[src/rtl/duart_host_regs.sv]
module duart_host_regs #(
  parameter logic [7:0] DEV_ID  = 8'h12,
  parameter logic [7:0] REV_ID  = 8'h01,
  parameter logic [7:0] AFR_KEY = 8'hBF
) (
  input  logic       clk,
  input  logic       rst,
  input  logic       cs_n,
  input  logic       chan_sel,
  input  logic       rd_n,
  input  logic       wr_n,
  input  logic [2:0] addr,
  input  logic [7:0] wdata,
  output logic [7:0] rdata,
  input  logic [1:0] gpo_n,
  input  logic [1:0] baud_n,
  input  logic [1:0] rxrdy_n,
  output logic [1:0] mf_n
);
  localparam int NCH = 2;

  logic [2:0] wsy;
  logic       cap_v, cap_ch;
  logic [2:0] cap_a;
  logic [7:0] cap_d;
  logic       commit;

  logic [7:0] dll_q [NCH];
  logic [7:0] dlm_q [NCH];
  logic [7:0] lcr_q [NCH];
  logic [7:0] spr_q [NCH];
  logic [7:0] afr_q [NCH];

  always_ff @(posedge clk or posedge rst)
    if (rst) wsy <= '1;
    else     wsy <= {wsy[1:0], wr_n};

  assign commit = wsy[1] & ~wsy[2];

  always_ff @(posedge clk or posedge rst)
    if (rst) begin
      cap_v  <= 1'b0;
      cap_ch <= 1'b0;
      cap_a  <= '0;
      cap_d  <= '0;
    end else if (!wsy[0] && !wr_n) begin
      cap_v  <= !cs_n;
      cap_ch <= chan_sel;
      cap_a  <= addr;
      cap_d  <= wdata;
    end

  always_ff @(posedge clk or posedge rst)
    if (rst) begin
      for (int c = 0; c < NCH; c++) begin
        dll_q[c] <= '0;
        dlm_q[c] <= '0;
        lcr_q[c] <= '0;
        spr_q[c] <= '0;
        afr_q[c] <= '0;
      end
    end else if (commit && cap_v) begin
      case (cap_a)
        3'd0: if (lcr_q[cap_ch][7])        dll_q[cap_ch] <= cap_d;
        3'd1: if (lcr_q[cap_ch][7])        dlm_q[cap_ch] <= cap_d;
        3'd2: if (lcr_q[cap_ch] == AFR_KEY) afr_q[cap_ch] <= cap_d;
        3'd3: lcr_q[cap_ch] <= cap_d;
        3'd7: spr_q[cap_ch] <= cap_d;
        default: ;
      endcase
    end

  logic [7:0] rsel;
  logic       dl_zero;
  assign dl_zero = (dll_q[chan_sel] == 8'h00) && (dlm_q[chan_sel] == 8'h00);

  always_comb begin
    rsel = 8'h00;
    case (addr)
      3'd0: if (lcr_q[chan_sel][7]) rsel = dl_zero ? REV_ID : dll_q[chan_sel];
      3'd1: if (lcr_q[chan_sel][7]) rsel = dl_zero ? DEV_ID : dlm_q[chan_sel];
      3'd2: if (lcr_q[chan_sel] == AFR_KEY) rsel = afr_q[chan_sel];
      3'd3: rsel = lcr_q[chan_sel];
      3'd7: rsel = spr_q[chan_sel];
      default: rsel = 8'h00;
    endcase
  end

  assign rdata = (!cs_n && !rd_n) ? rsel : 8'h00;

  for (genvar c = 0; c < NCH; c++) begin : g_mf
    always_comb
      case (afr_q[c][2:1])
        2'b00:   mf_n[c] = gpo_n[c];
        2'b01:   mf_n[c] = baud_n[c];
        2'b10:   mf_n[c] = rxrdy_n[c];
        default: mf_n[c] = 1'b1;
      endcase
  end
endmodule


[config.mk]
export PLATFORM = sky130hd
export DESIGN_NAME = duart_host_regs
export DESIGN_NICKNAME = d
export VERILOG_FILES = /design/src/rtl/duart_host_regs.sv
export SDC_FILE = /design/constraint.sdc
export NUM_CORES = 1
export LEC_CHECK = 0
export ABC_AREA = 1
export BUFFER_PORTS_ARGS = -buffer_cell sky130_fd_sc_hd__buf_2
export CAP_MARGIN = 20
export CORE_UTILIZATION = 54
export DETAILED_ROUTE_END_ITERATION = 6
export GPL_ROUTABILITY_DRIVEN = 0
export PLACE_DENSITY_LB_ADDON = 0.08
export SLEW_MARGIN = 15
export SYNTH_ARGS = -nofsm -noshare
export SYNTH_HDL_FRONTEND = slang
export SYNTH_SLANG_ARGS = --single-unit
[constraint.sdc]
create_clock -name clk -period 2.65 [get_ports clk]
set_clock_uncertainty 0.05 [all_clocks]
set_input_delay 0.1325 -clock clk [delete_from_list [all_inputs] [get_ports clk]]
set_output_delay 0.1325 -clock clk [all_outputs]
set_load 0.01 [all_outputs]
==> results.md <==
* Outcome: complete, no violations
* Post-CTS Repair Setup Buffers at 0
* Crit path capture type: primary output
* Post-cts sizing count at 0
* I/O Buffers at 32
* Peak supply drop at 0.000293 V
* Finished Layout Cells at 714
* Clock sink count at 96
* Synthesis-to-finish area growth at 10.6%
* Unique masters post-synth at 29
* First-pass GRT wire length at 18000 um
* Final period demand of the worst path at 2.25 ns
* CP Max Fanout at 8
* DRC Markers at 0
* Max frequency at 0.444 GHz
* Final clock period utilization by the worst path at 85.0%
* I/O pin cnt at 33
* Initial antenna violation count at 0
* Final HPWL DP at 7550 um
* Worst-path clk slew at 0.09 ns
* RSZ-0062 raised after global routing: false
* Met3 WL at 421 um
* Synth warn at 0
* Sequential fraction of the synthesis area at 52.0%
* Drt pass-1 iters at 5
* Worst endpoint data arrival time at 2.07 ns
* WL/cell at 15.5 um
* Htree depth at 3
* Cell count after placement at 687
* Mapped Nets at 596
* Clock latency at the later pin of the worst-skew pair at 0.37 ns
* Core Box Area at 8260 sq um
* Pwr/cell area at 607 nW/um^2
* Die Y-Extent at 94.6 um
* Fin. Hold Viols at 0
* Std-Cell Rows at 33
* Max-slew violation count at 0
* Req. time, crit path at 2.47 ns
* Measured slew at the worst slew-check pin at 0.703 ns
* Initial Util at 56.1%
* Vias in the first global route at 3536
* CTS buffer count at 9
* CP startpoint kind: flip-flop
* Vias per cell at 5.34
* Total negative setup slack at 0 ns
* DRT Wirelength at 11000 um
* CTS tree: done
* DRT iter0 DRCs at 298
* Highest Signal Layer: met4
* Worst-case clock buffer depth at 2
* Die width at 94.6 um
* Max-slew headroom at 53.0%
* Setup Viol. Count Final at 0
* Synth Instances at 573
* Grt ovf at 0
* Number of max-cap violations at 0
* Die area at 8950 sq um
* Via count at 3813
* WL met2 at 5190 um
* Root buffer cell: clkbuf_8
* # nets final at 627
* Layout cells sized above 1 at 14.3%
* Pin count of the biggest net entering global routing at 40
* WS Path Type: flip-flop to primary output
* Syn Std Cell Area at 4630 sq um
* Wl on met1 at 5150 um
* Post-route ant nets at 0
* Antenna cells at 0
* Leak pwr at 0.00239 uW
* GRT Resource Usage Total at 27.3%
* Avg Inst Size Synth at 8.08 sq um
* Post-synthesis register bit count at 96
* Hold Crit Class: input pin to flip-flop
where the power goes:
group | internal [uW] | switching (uW)
clock | 491 | 514
combinational | 135 | 293
sequential | 1590 | 82.5
metal layers:
metal	track usage (%)	vias to the layer above
met5	0	-
met4	11.1	0
met3	4.59	20
met2	42.5	92
met1	37.9	1790
li1	-	1911
state kept, by name (all words and copies together) (netlist names), 3 cells and up:
signal  cells
afr_q      16
dll_q      16
dlm_q      16
lcr_q      16
spr_q      16
cap_d       8
cap_a       3
wsy         3
cells by family (layout without fill, tap and decap cells):
family,Yosys count,after routing,synth area share (%)
AO/OA/AOI/OAI,128,128,16.1
buffers and inverters,63,99,6.62
flip-flops,96,96,52.0
multiplexers,3,3,0.649
AND/OR/NAND/NOR,283,283,24.6
synthesized netlist by cell type:
cell	n	area, sq um
nand2_1	216	811
dfrtp_1	93	2330
o21ai_0	81	405
inv_1	32	120
nor2_1	31	116
o21ai_2	18	158
nand3_1	15	75.1
clkbuf_1	14	52.6
a21oi_1	10	50.1
nor3_1	9	45.0
buf_6	7	78.8
o21ai_1	7	35.0
buf_2	6	30.0
a22o_1	5	43.8
a22oi_1	3	22.5
dfstp_2	3	78.8
mux2i_1	3	30.0
nand2_2	3	18.8
nor4_2	3	37.5
buf_4	2	15.0
nor2_2	2	12.5
o211ai_1	2	15.0
or2_2	2	12.5
inv_2	1	3.75
inv_4	1	6.26
nand4_1	1	6.26
nor4_1	1	6.26
o31ai_1	1	7.51
o41ai_1	1	8.76
worst max-delay path, stage by stage (launching register included):
cell and delay [ns]:
dfrtp_1 0.37, inv_1 0.08, o21ai_2 0.27, nand2_1 0.10
nor2_1 0.09, nand2_1 0.12, inv_2 0.11, nand3_1 0.07
nand2_1 0.07, nor2_1 0.04, a21oi_1 0.21, buf_2 0.18
what timing repair did:
| item | CTS | global route |
|---|---|---|
| hold buffers | 11 | 0 |
| endpoints found under the setup margin | 0 | 0 |
| hold endpoints to repair | 37 | 0 |
path summary, 6_finish.rpt:
| check | startpoint | endpoint | slack, ns | cells past startpoint |
|---|---|---|---|---|
| min reg2reg | wsy[0] | wsy[1] | 0.32 | 0 |
| min in group asynchronous | rst | lcr_q[4] | 0.36 | 3 |
| min | addr[0] | cap_a[0] | 0.004 | 3 |
| max reg2reg | wsy[1] | afr_q[5] | 0.66 | 9 |
| max in group asynchronous | rst | wsy[2] | 1.53 | 4 |
| max | lcr_q[15] | rdata[0] | 0.40 | 11 |
placed cells by master, fill, tap and decap left out, types with 5 or more instances in the layout:
cell           Yosys  routed
nor2_1            31      31
a22o_1             5       5
inv_1             32      31
nand2_1          216     216
buf_4              2       5
nand3_1           15      15
buf_2              6      32
dlygate4sd3_1      0      11
nor3_1             9       9
o21ai_1            7       7
a21oi_1           10      10
dfrtp_1           93      93
clkbuf_8           0      11
o21ai_2           18      18
o21ai_0           81      81
stage by stage:
stage / setup slack [ns] / cell area (sq um) / utilization (%) / power (uW) / hold slack [ns]
floorplan: 0.982 / 4630 / - / 1990 / 0.0870
global placement: 0.567 / 4810 / 58.2 / 2110 / 0.202
detailed placement: 0.516 / 4810 / 58.2 / 2120 / 0.204
CTS: 0.434 / 5120 / 62.0 / 3120 / 0.00206
global route: 0.232 / 5120 / 62.0 / 3250 / 0.0143
finish: 0.398 / 5120 / 62.0 / 3110 / 0.00404
layout make-up:
cell class                      instances  area, sq um
Fill cell                             750         3140
Sequential cell                        96         2410
Multi-Input combinational cell        414         1920
Timing Repair Buffer                   49          328
Clock buffer                           12          155
Inverter                               34          134
Tap cell                              105          131
Clock inverter                          4         51.3
Power figures use the tool's default switching activity.
